==> config.mk <==
export PLATFORM = sky130hd
export DESIGN_NAME = ustb_top
export DESIGN_NICKNAME = d
export VERILOG_FILES = /design/src/rtl/ustb_pkg.sv /design/src/rtl/ustb_regs.sv /design/src/rtl/ustb_accum.sv /design/src/rtl/ustb_counter.sv /design/src/rtl/ustb_rdmux.sv /design/src/rtl/ustb_top.sv
export SDC_FILE = /design/constraint.sdc
export NUM_CORES = 1
export LEC_CHECK = 0
export BUFFER_PORTS_ARGS = -buffer_cell sky130_fd_sc_hd__buf_2
export CAP_MARGIN = 25
export CORE_AREA = 5 5 90 92
export CTS_BUF_LIST = sky130_fd_sc_hd__clkbuf_8
export DETAILED_ROUTE_END_ITERATION = 10
export DIE_AREA = 0 0 95 97
export PLACE_DENSITY = 0.79
export SYNTH_ARGS = -nofsm -noshare
export SYNTH_HDL_FRONTEND = slang
export SYNTH_SLANG_ARGS = --single-unit
==> constraint.sdc <==
create_clock -name clk -period 5.6 [get_ports clk]
set_input_delay 0.56 -clock clk [delete_from_list [all_inputs] [get_ports clk]]
set_output_delay 0.56 -clock clk [all_outputs]
set_load 0.03 [all_outputs]
==> src/rtl/ustb_pkg.sv <==
package ustb_pkg;

    localparam int unsigned REG_ADDR_W = 8;
    localparam int unsigned FIELD_W    = 8;
    localparam int unsigned RATIO_W    = 2 * FIELD_W;
    localparam int unsigned ACC_W      = FIELD_W + 1;

    localparam logic [REG_ADDR_W-1:0] OFF_COUNT = 8'h10;
    localparam logic [REG_ADDR_W-1:0] OFF_RATIO = 8'h14;
    localparam logic [REG_ADDR_W-1:0] OFF_HOLD  = 8'h4C;

    typedef enum logic [1:0] {
        SEL_NONE,
        SEL_COUNT,
        SEL_RATIO,
        SEL_HOLD
    } reg_sel_e;

    // high field: amount added per clock (minus one); low field: span (minus one)
    typedef struct packed {
        logic [FIELD_W-1:0] step_m1;
        logic [FIELD_W-1:0] span_m1;
    } ratio_cfg_t;

    localparam ratio_cfg_t RATIO_RST = '{step_m1: '0, span_m1: FIELD_W'(11)};

    function automatic reg_sel_e decode_addr(input logic [REG_ADDR_W-1:0] a);
        reg_sel_e s;
        if (a == OFF_COUNT)      s = SEL_COUNT;
        else if (a == OFF_RATIO) s = SEL_RATIO;
        else if (a == OFF_HOLD)  s = SEL_HOLD;
        else                     s = SEL_NONE;
        return s;
    endfunction

    function automatic logic [ACC_W-1:0] field_plus1(input logic [FIELD_W-1:0] f);
        return ACC_W'(f) + ACC_W'(1);
    endfunction

endpackage

==> src/rtl/ustb_regs.sv <==
module ustb_regs
    import ustb_pkg::*;
#(
    parameter int unsigned DATA_W = 32
) (
    input  logic                  clk,
    input  logic                  rst,
    input  logic                  wr_en,
    input  logic [REG_ADDR_W-1:0] addr,
    input  logic [DATA_W-1:0]     wdata,
    output ratio_cfg_t            ratio,
    output logic                  ratio_load,
    output logic                  hold
);

    reg_sel_e sel;
    logic     unused_wdata;

    assign sel          = decode_addr(addr);
    assign ratio_load   = wr_en && (sel == SEL_RATIO);
    assign unused_wdata = ^wdata[DATA_W-1:RATIO_W];

    always_ff @(posedge clk) begin
        if (rst) begin
            ratio <= RATIO_RST;
            hold  <= 1'b0;
        end else if (wr_en) begin
            if (sel == SEL_RATIO) ratio <= ratio_cfg_t'(wdata[RATIO_W-1:0]);
            if (sel == SEL_HOLD)  hold  <= wdata[0];
        end
    end

endmodule

==> src/rtl/ustb_accum.sv <==
module ustb_accum
    import ustb_pkg::*;
(
    input  logic             clk,
    input  logic             rst,
    input  ratio_cfg_t       ratio,
    input  logic             load,
    input  logic             hold,
    output logic             tick,
    output logic [ACC_W-1:0] acc
);

    logic [ACC_W-1:0] add_amt;
    logic [ACC_W-1:0] limit;
    logic [ACC_W-1:0] span_top;
    logic [ACC_W-1:0] sum;
    logic [ACC_W-1:0] resid;
    logic [ACC_W-1:0] acc_nxt;

    assign add_amt  = field_plus1(ratio.step_m1);
    assign limit    = field_plus1(ratio.span_m1);
    assign span_top = ACC_W'(ratio.span_m1);
    assign sum      = acc + add_amt;
    assign resid    = sum - limit;

    always_comb begin
        tick    = 1'b0;
        acc_nxt = acc;
        if (load) begin
            acc_nxt = '0;
        end else if (!hold) begin
            if (sum >= limit) begin
                tick    = 1'b1;
                acc_nxt = (resid > span_top) ? span_top : resid;
            end else begin
                acc_nxt = sum;
            end
        end
    end

    always_ff @(posedge clk) begin
        if (rst) acc <= '0;
        else     acc <= acc_nxt;
    end

endmodule

==> src/rtl/ustb_counter.sv <==
module ustb_counter #(
    parameter int unsigned CNT_W = 32
) (
    input  logic             clk,
    input  logic             rst,
    input  logic             tick,
    output logic [CNT_W-1:0] cnt
);

    always_ff @(posedge clk) begin
        if (rst)       cnt <= '0;
        else if (tick) cnt <= cnt + CNT_W'(1);
    end

endmodule

==> src/rtl/ustb_rdmux.sv <==
module ustb_rdmux
    import ustb_pkg::*;
#(
    parameter int unsigned CNT_W  = 32,
    parameter int unsigned DATA_W = 32
) (
    input  logic [REG_ADDR_W-1:0] addr,
    input  logic [CNT_W-1:0]      cnt,
    input  ratio_cfg_t            ratio,
    input  logic                  hold,
    output logic [DATA_W-1:0]     rdata
);

    reg_sel_e sel;
    assign sel = decode_addr(addr);

    always_comb begin
        case (sel)
            SEL_COUNT: rdata = DATA_W'(cnt);
            SEL_RATIO: rdata = DATA_W'(ratio);
            SEL_HOLD:  rdata = DATA_W'(hold);
            default:   rdata = '0;
        endcase
    end

endmodule

==> src/rtl/ustb_top.sv <==
module ustb_top
    import ustb_pkg::*;
#(
    parameter int unsigned CNT_W  = 32,
    parameter int unsigned DATA_W = 32
) (
    input  logic                  clk,
    input  logic                  rst,
    input  logic                  reg_wr_en,
    input  logic [REG_ADDR_W-1:0] reg_addr,
    input  logic [DATA_W-1:0]     reg_wdata,
    output logic [DATA_W-1:0]     reg_rdata
);

    ratio_cfg_t       ratio_q;
    logic             ratio_load;
    logic             hold_q;
    logic             acc_tick;
    logic [ACC_W-1:0] acc_q;
    logic [CNT_W-1:0] count_q;

    ustb_regs #(.DATA_W(DATA_W)) u_regs (
        .clk        (clk),
        .rst        (rst),
        .wr_en      (reg_wr_en),
        .addr       (reg_addr),
        .wdata      (reg_wdata),
        .ratio      (ratio_q),
        .ratio_load (ratio_load),
        .hold       (hold_q)
    );

    ustb_accum u_accum (
        .clk   (clk),
        .rst   (rst),
        .ratio (ratio_q),
        .load  (ratio_load),
        .hold  (hold_q),
        .tick  (acc_tick),
        .acc   (acc_q)
    );

    ustb_counter #(.CNT_W(CNT_W)) u_count (
        .clk  (clk),
        .rst  (rst),
        .tick (acc_tick),
        .cnt  (count_q)
    );

    ustb_rdmux #(.CNT_W(CNT_W), .DATA_W(DATA_W)) u_rdmux (
        .addr  (reg_addr),
        .cnt   (count_q),
        .ratio (ratio_q),
        .hold  (hold_q),
        .rdata (reg_rdata)
    );

endmodule

== After elaboration in Yosys (flattened, before gate mapping) ==
Cells that the tools add are included.
Word-level totals
  bits of input ports: 43
  output and inout bits: 32
  logic and storage cells: 31
  register bits: 58
Cells by class
  equality and inequality tests: 6
  reduce and logical (&&, ||, !) cells: 4
  multiplexer cells: 9
  add/subtract/negate cells: 5
  order comparisons: 2
Operator list (count)
  one-hot mux 32 bit (3 select lines): 1
  adder 32 x 1 -> 32 bit (second input constant): 1
  adder 8 x 1 -> 9 bit (second input constant): 2
  two-way mux 9 bit: 2
  equality test 8 x 5 -> 1 bit (second input constant): 2
  adder 9 bit: 1
  >= comparator 9 bit: 1
  > comparator 9 x 8 -> 1 bit: 1
  subtractor 9 bit: 1
  equality test 8 x 7 -> 1 bit (second input constant): 1
  two-way mux 2 bit: 3
  equality test 2 bit (second input constant): 2
  AND reduction 2 bit: 2
  two-way mux 1 bit: 3
  equality test 2 x 1 -> 1 bit (second input constant): 1
  OR reduction 2 bit: 1
  logical AND 1 bit: 1

== Logic depth before layout (Yosys ltp) ==
Gate-level depths: netlist (run 1).
  word-level depth: 7
  depth in mapped cells: 20
  mapped depth without buffers: 20

== Cells and area by module ==
Synthesis (run 1) repeated with hierarchy kept, for this count alone.
Unflattened totals
  cells, all modules: 519
  area total of the unflattened synthesis: 4321.6 µm²
Modules (own cells, without submodules)
  ustb_accum: seq. area each 180.2 µm², times used 1, area an instance 1570.3 µm², cells each 198
  ustb_counter: seq. area each 640.6 µm², times used 1, area an instance 1564.0 µm², cells each 181
  ustb_regs: seq. area each 340.3 µm², times used 1, area an instance 813.3 µm², cells each 79
  ustb_rdmux: seq. area each 0.0 µm², times used 1, area an instance 374.1 µm², cells each 61

== Worst setup path before layout (run 1) ==
Ideal clock, no wire load.
  path type: register -> register
  start point: register, netlist name u_regs.ratio[8]
  end point: register u_accum.acc[1]
  clock period less this slack: 4151 ps
  path buffers: 0
  data arrival time: 4029 ps
  path slack: 1449 ps
  stages on the path, launching flop included: 19
  required time: 5478 ps
  library setup time: 122 ps
  path through: dfxtp_1 inv_1 ha_1 fa_1 nor2b_1 o31a_1 o21ai_0 a21boi_0 ha_1 a2111o_1 o21ai_0 xnor2_1 ha_1 or3_1 o32ai_1 o22ai_2 mux2i_1 nor2_1 a221o_1
On the way
  longest elaborated chain between the ends: 6
  elaborated cells on any way between the ends: 7
  classes of those cells: add/sub: 3; order compare: 2; mux: 2
RTL lines
  adder 8 x 1 -> 9 bit *: RTL line ustb_pkg.sv:37  | return ACC_W'(f) + ACC_W'(1);
  adder 9 bit *: RTL line ustb_accum.sv:23  | assign sum = acc + add_amt;
  subtractor 9 bit: RTL line ustb_accum.sv:24  | assign resid = sum - limit;
  > comparator 9 x 8 -> 1 bit: RTL line ustb_accum.sv:34  | acc_nxt = (resid > span_top) ? span_top : resid;
  two-way mux 9 bit: RTL line ustb_accum.sv:34
  two-way mux 9 bit *: RTL line ustb_accum.sv:32  | if (sum >= limit) begin
  to (signal assigned): RTL line ustb_accum.sv:43  | else acc <= acc_nxt;
  to (decl): RTL line ustb_accum.sv:10  | output logic [ACC_W-1:0] acc
Mark *: on every way between the ends. The rest lies on a longest branch, timed or not.
A chain may end at the register's enable or synchronous reset.

== Final worst setup path (run 1) ==
  start point: register, netlist name u_regs.ratio[8]
  end point: register u_accum.acc[1]
On the way
  longest elaborated chain between the ends: 6
  elaborated cells on any way between the ends: 7
  classes of those cells: add/sub: 3; order compare: 2; mux: 2
RTL lines (RTL line)
  adder 8 x 1 -> 9 bit *: ustb_pkg.sv:37
  adder 9 bit *: ustb_accum.sv:23
  subtractor 9 bit: ustb_accum.sv:24
  > comparator 9 x 8 -> 1 bit: ustb_accum.sv:34
  two-way mux 9 bit: ustb_accum.sv:34
  two-way mux 9 bit *: ustb_accum.sv:32
Marked as above.

==> summary.txt, run 1 <==
Outcome = finished, final reports clean
Post-layout min period = 4870 ps
Vias = 3735
Prevailing post-synth register cell = dfxtp_1
CTS buffer count = 9
Worst path arrival time = 5100 ps
ANT nets after route = 0
Power density over cell area = 209 mW/mm2
Die width = 95 um
Antenna diodes = 0
Worst setup EP type = flip-flop
Gpl congestion = 0.856
Post-CTS setup buffers = 0
F_max = 205 MHz
Netlist cell types = 57
Hold buffer count at CTS = 0
Pre-antenna DRT Iters = 4
Hold/Removal Path Class = input pin to flip-flop
Starting Density = 0.542
Ys Warns = 0
Post-synth ARST share = 0
Die Ht = 97 um
1st-iter DRT viols = 196
Synth Instances = 482
Setup TNS = 0 ps
Routed length per placed instance = 15.3 um
Via density = 5.86
Fin nets = 605
Pin count of the biggest net entering global routing = 50
Synth cell count leaders = dfxtp_1 (58), nand2_1 (58), a21oi_1 (46)
Core Region = 0.00714 mm2
CTS tree = yes
First-pass GRT wire length = 16500 um
Final WL = 9780 um
Input/output buffers = 58
Vias in the first global route = 3531
Final period utilization = 0.870
Hold Vio Cnt, Final = 0
Clock latency on the worst-skew pair = 330 ps
CTS resizes = 0
Leak = 1.87 nW
Mapped Area = 0.00387 mm2
MaxCap Viol Count = 0
# rows = 31
Worst Skew = 7.28 ps
Setup Crit Path Kind = flip-flop to flip-flop
Switching share of power = 0.228
Startpoint types = flip-flop
Worst-path clk slew = 70 ps
RSZ-0062 raised after global routing = false
VDD IR max = 0.124 mV
Synth area leader = dfxtp_1
GRT Total Usage = 0.220
Antenna violations before repair = 0
Final setup viols = 0
Critical path required time = 5830 ps
Mapped Nets = 554
P_sw = 0.000211 W
Top Ports = 75
CTS max path bufs = 2
Post-route DRC violation count = 0
Worst Tran Pin Value = 1040 ps
Max Slew Vio Count = 0
Detailed Place HPWL = 7410 um
Die area = 0.00922 mm2
Reg power frac = 0.451
Fin Hold WS = 455 ps
Number of enable flip-flop cells after synthesis = 0
H-tree levels = 3
Yosys reg bits = 58
Gr ovfl total = 0
Crit Path Max Fanout = 10
Clock power share = 0.480
Clk sinks = 58
Area delta synth->final = 14.5%
Internal power = 0.000715 W
Root buf cell = clkbuf_8
Worst relative slew slack = 0.304
Synth top area share = 0.300
Post-synthesis sequential area ratio = 0.300
Layout cells sized above 1 = 0.171
Synth area leaders = dfxtp_1 (30%), ha_1 (8.7%), a21oi_1 (5.9%)
Logic pwr share = 0.068
Synthesized area per cell = 8.03 um2
## cells in the final DEF (no fill, tap or decap), types with 2 or more instances in the layout
master / count
inv_1: 24
and3_1: 5
fa_1: 2
nor2_1: 29
a22oi_1: 7
and4_4: 2
and3_2: 2
o211ai_1: 4
nand2b_1: 2
a22o_1: 15
nor4_1: 4
buf_4: 2
o31ai_1: 6
o21a_1: 6
nor3_1: 8
bufinv_16: 2
nand3_1: 15
ha_1: 27
xnor2_1: 13
or3_1: 12
dfxtp_1: 58
a21oi_1: 46
a211oi_1: 2
a221o_1: 2
buf_2: 59
or4_1: 5
mux2i_1: 4
clkbuf_8: 11
nand4_1: 14
o21ai_0: 25
o22ai_1: 2
nor2b_1: 3
nand2_1: 58
and2_1: 18
xor2_1: 18
o31a_1: 3
## power by group through the flow
| stage | clock [W] | sequential, W | combinational (W) |
|---|---|---|---|
| 6_report | 0.000445 | 0.000418 | 0.0000632 |
| 4_1_cts | 0.000449 | 0.000418 | 0.0000630 |
| 2_1_floorplan | 0 | 0.000426 | 0.0000419 |
| 3_3_place_gp | 0 | 0.000427 | 0.0000611 |
| 5_1_grt | 0.000465 | 0.000418 | 0.0000733 |
| 3_5_place_dp | 0 | 0.000427 | 0.0000622 |
## cells by family after synthesis
kind of cell | Yosys count | synth area share
AOI/OAI and AO/OA | 127 | 0.211
xor gates and xnor gates | 31 | 0.0701
adders and majority gates | 29 | 0.0976
buffers and inverters | 44 | 0.0494
DFF | 58 | 0.300
muxes | 4 | 0.0103
and+or+nand+nor | 189 | 0.261
## worst paths after layout
kind / from / to / slack, ps / cells after the start
max: u_regs.ratio[8] / u_accum.acc[1] / 730 / 18
min: reg_wdata[1] / u_regs.ratio[1] / 450 / 3
max reg2reg: u_regs.ratio[8] / u_accum.acc[1] / 730 / 18
min reg2reg: u_count.cnt[31] / u_count.cnt[31] / 480 / 2
## stage by stage
| step | util | area (um2) | power [W] | cells | setup slack, ps |
|---|---|---|---|---|---|
| detailed placement | 0.587 | 4190 | 0.000489 | 619 | 839 |
| floorplan | - | 3870 | 0.000468 | 482 | 1450 |
| finish | 0.621 | 4430 | 0.000926 | 637 | 728 |
| global route | 0.621 | 4430 | 0.000957 | 637 | 390 |
| CTS | 0.620 | 4420 | 0.000929 | 635 | 801 |
| global placement | 0.587 | 4190 | 0.000488 | 619 | 990 |
## flip-flops by register name (all words and copies together) (netlist names)
name          flops
u_regs.ratio     16
u_regs.hold       1
u_count.cnt      32
u_accum.acc       9
## critical path, stage by stage, from the launching register on
cell and delay [ps]:
dfxtp_1 330, inv_1 60, ha_1 200, fa_1 230, nor2b_1 70, o31a_1 270
o31ai_1 310, a21boi_0 390, ha_1 370, a2111o_1 410, o21ai_0 250, xnor2_1 130
ha_1 210, or3_1 310, o32ai_1 370, o22ai_2 260, mux2i_1 270, nor2_1 60
a221o_1 250
## area by class of cell
type / instances / area, um2
fill: 657 / 2700
multi-input combinational: 380 / 2520
sequential: 58 / 1160
timing repair buffer: 61 / 310
clock buffer: 11 / 151
tap: 99 / 124
inverter: 23 / 86.3
clock inverter: 5 / 77.6
## layer usage
metal	track usage	wire length, um	part of all wire
met1	0.289	4370	0.45
met2	0.358	4580	0.47
met3	0.0318	637	0.065
met4	0.0844	189	0.019
met5	0	0	0
No activity file was read; power rests on OpenSTA's default activity.
==> inputs of run 2 (changes only) <==
--- a/config.mk
+++ b/config.mk
@@ -12,6 +12,7 @@
 export DETAILED_ROUTE_END_ITERATION = 10
 export DIE_AREA = 0 0 95 97
 export PLACE_DENSITY = 0.79
+export REMOVE_ABC_BUFFERS = 1
 export SYNTH_ARGS = -nofsm -noshare
 export SYNTH_HDL_FRONTEND = slang
 export SYNTH_SLANG_ARGS = --single-unit
==> run 2 against run 1 <==
Effect of this change:
- clock skew up 2.6 ps
- via count down 1.0%
- sequential share of layout area up 0.089 points
- critical endpoint is now u_accum.acc[7]
- largest power group is now sequential cells
- clock power down 10%
- global-route usage down 0.84 points
- critical path type unchanged
==> summary.txt, run 2 (synthesis gave the netlist of run 1 again) <==
Max reg flops = 32 (unchanged)
Worst path arrival time = 4860 ps (-240 ps)
Reg2reg end = u_accum.acc[7]
H-tree levels = 3 (unchanged)
Worst Tran Pin Value = 986 ps (-54.7 ps)
Post-route insts no fill = 638 (+0.16%)
Top Ports = 75 (unchanged)
Final WL = 9540 um (-2.4%)
Hold/Removal Path Class = input pin to flip-flop
Reg2reg path depth = 18 (unchanged)
Vias in the first global route = 3474 (-1.6%)
CTS max path bufs = 2 (unchanged)
First-pass GRT wire length = 15900 um (-3.3%)
Power density over cell area = 199 mW/mm2 (-4.6%)
Die area = 0.00922 mm2 (unchanged)
Max Slew Vio Count = 0 (unchanged)
WHS Endpoint = u_regs.ratio[1]
FF-to-FF Start = u_regs.ratio[8]
MaxCap Viol Count = 0 (unchanged)
Final design utilization = 0.619 (-0.00210)
Placed cells = 622 (+0.48%)
Final period utilization = 0.828 (-0.0421)
Gr ovfl total = 0 (unchanged)
VDD IR max = 0.0948 mV (-24%)
Worst setup margin = 964 ps (+236 ps)
Post-layout min period = 4640 ps (-236 ps)
Hold buffer count at CTS = 0 (unchanged)
Hold Crit Start = reg_wdata[1]
Critical-path top delay cell = fa_1
CTS tree = yes
Worst-path clk slew = 70 ps (about the same)
Final setup viols = 0 (unchanged)
Worst relative slew slack = 0.341 (+0.0376)
Post-CTS setup buffers = 0 (unchanged)
Root buf cell = clkbuf_8
Crit Path Max Fanout = 10 (unchanged)
Biggest regs = u_count.cnt x32, u_regs.ratio x16, u_accum.acc x9
CTS buffer count = 9 (unchanged)
Layout cells sized above 1 = 0.174 (+0.00339)
Fin nets = 606 (+0.17%)
Dpl ws = 1000 ps (+164 ps)
Die Ht = 97 um (unchanged)
GRT Total Usage = 0.211 (-0.00838)
Core Region = 0.00714 mm2 (unchanged)
Worst setup EP type = flip-flop
Antenna diodes = 0 (unchanged)
Commonest non-fill, non-tap cells in the layout = nand2_1 (58), buf_2 (58), dfxtp_1 (58), a21oi_1 (46), nor2_1 (29)
Critical path required time = 5820 ps (about the same)
Hold Vio Cnt, Final = 0 (unchanged)
Outcome = finished, final reports clean
Post-route DRC violation count = 0 (unchanged)
Hold path depth = 3 (unchanged)
Antenna violations before repair = 0 (unchanged)
Fill cells = 645 (-1.8%)
F_max = 216 MHz (+5.1%)
Detailed Place HPWL = 7130 um (-3.7%)
Clock latency on the worst-skew pair = 340 ps (about the same)
CTS resizes = 0 (unchanged)
Worst Skew = 9.84 ps (+2.56 ps)
Gpl congestion = 0.875 (+2.2%)
1st-iter DRT viols = 111 (-43%)
Reg2Reg Setup Slack = 960 ps (+240 ps)
Crit-path most repeated cell = ha_1
Routed length per placed instance = 14.9 um (-2.6%)
Crit path largest cell delay = 410 ps (about the same)
Total power draw = 0.000880 W (-4.9%)
# rows = 31 (unchanged)
Area delta synth->final = 14.2%
Die width = 95 um (unchanged)
Clk sinks = 58 (unchanged)
ANT nets after route = 0 (unchanged)
RSZ-0062 raised after global routing = false
Vias = 3697 (-1.0%)
Via density = 5.79 (-1.2%)
Largest Register = u_count.cnt
Setup TNS = 0 ps (unchanged)
Input/output buffers = 58 (unchanged)
Startpoint types = flip-flop
Leak = 1.86 nW (-0.62%)
Starting Density = 0.542 (unchanged)
Setup Crit Path Kind = flip-flop to flip-flop
Pre-antenna DRT Iters = 4 (unchanged)
Pin count of the biggest net entering global routing = 50 (unchanged)
Worst-path cell chain = inv_1 -> ha_1 -> fa_1 -> nor2b_1 -> o31a_1 -> o21ai_0 -> a21boi_0 -> ha_1 -> a2111o_1 -> o21ai_0 -> xnor2_1 -> ha_1 -> or3_1 -> o32ai_1 -> o22ai_2 -> nor2_1 -> a211oi_1 -> a221o_1
-- run 2: area by class of cell --
| type | count | area (um2) | area share |
|---|---|---|---|
| Clock inverter | 5 | 52.6 | 0.0119 |
| Clock buffer | 11 | 151 | 0.0343 |
| Inverter | 23 | 86.3 | 0.0195 |
| Multi-Input combinational cell | 380 | 2520 | 0.571 |
| Tap cell | 99 | 124 | 0.0280 |
| Sequential cell | 58 | 1160 | 0.263 |
| Timing Repair Buffer | 62 | 320 | 0.0725 |
-- run 2: power breakdown --
group,internal [W],switching (W)
Sequential,0.000415,0.00000240
Combinational,0.0000261,0.0000368
Clock,0.000227,0.000172
-- run 2: worst max-delay path by stage --
stage / start / end
floorplan: u_regs.ratio[8] / u_accum.acc[1]
global placement: u_regs.ratio[8] / u_accum.acc[1]
finish: u_regs.ratio[8] / u_accum.acc[7]
detailed placement: u_regs.ratio[8] / u_accum.acc[7]
global route: u_regs.ratio[8] / u_accum.acc[7]
CTS: u_regs.ratio[8] / u_accum.acc[7]
-- run 2: stage by stage --
step           hold slack [ps]  instance area [um2]
4_1_cts                    452                 4420
3_5_place_dp               472                 4220
5_1_grt                    456                 4420
2_1_floorplan              439                 3770
3_3_place_gp               458                 4210
6_report                   453                 4420
-- run 2: worst max-delay path, delay by kind of cell, from the launching register on --
| family | cells | cell delay, ps |
|---|---|---|
| compound gates | 9 | 2130 |
| xor+xnor | 1 | 120 |
| fa+ha+maj | 4 | 1180 |
| buf+inv | 1 | 60 |
| flops | 1 | 370 |
| simple gates | 3 | 650 |
-- run 2: metal layers --
layer | part of all wire | GRT usage | up-vias
met5 | 0 | 0 | -
met4 | 0.018 | 0.0766 | 0
met3 | 0.043 | 0.0403 | 20
met2 | 0.51 | 0.380 | 98
met1 | 0.43 | 0.242 | 1731
li1 | - | - | 1848
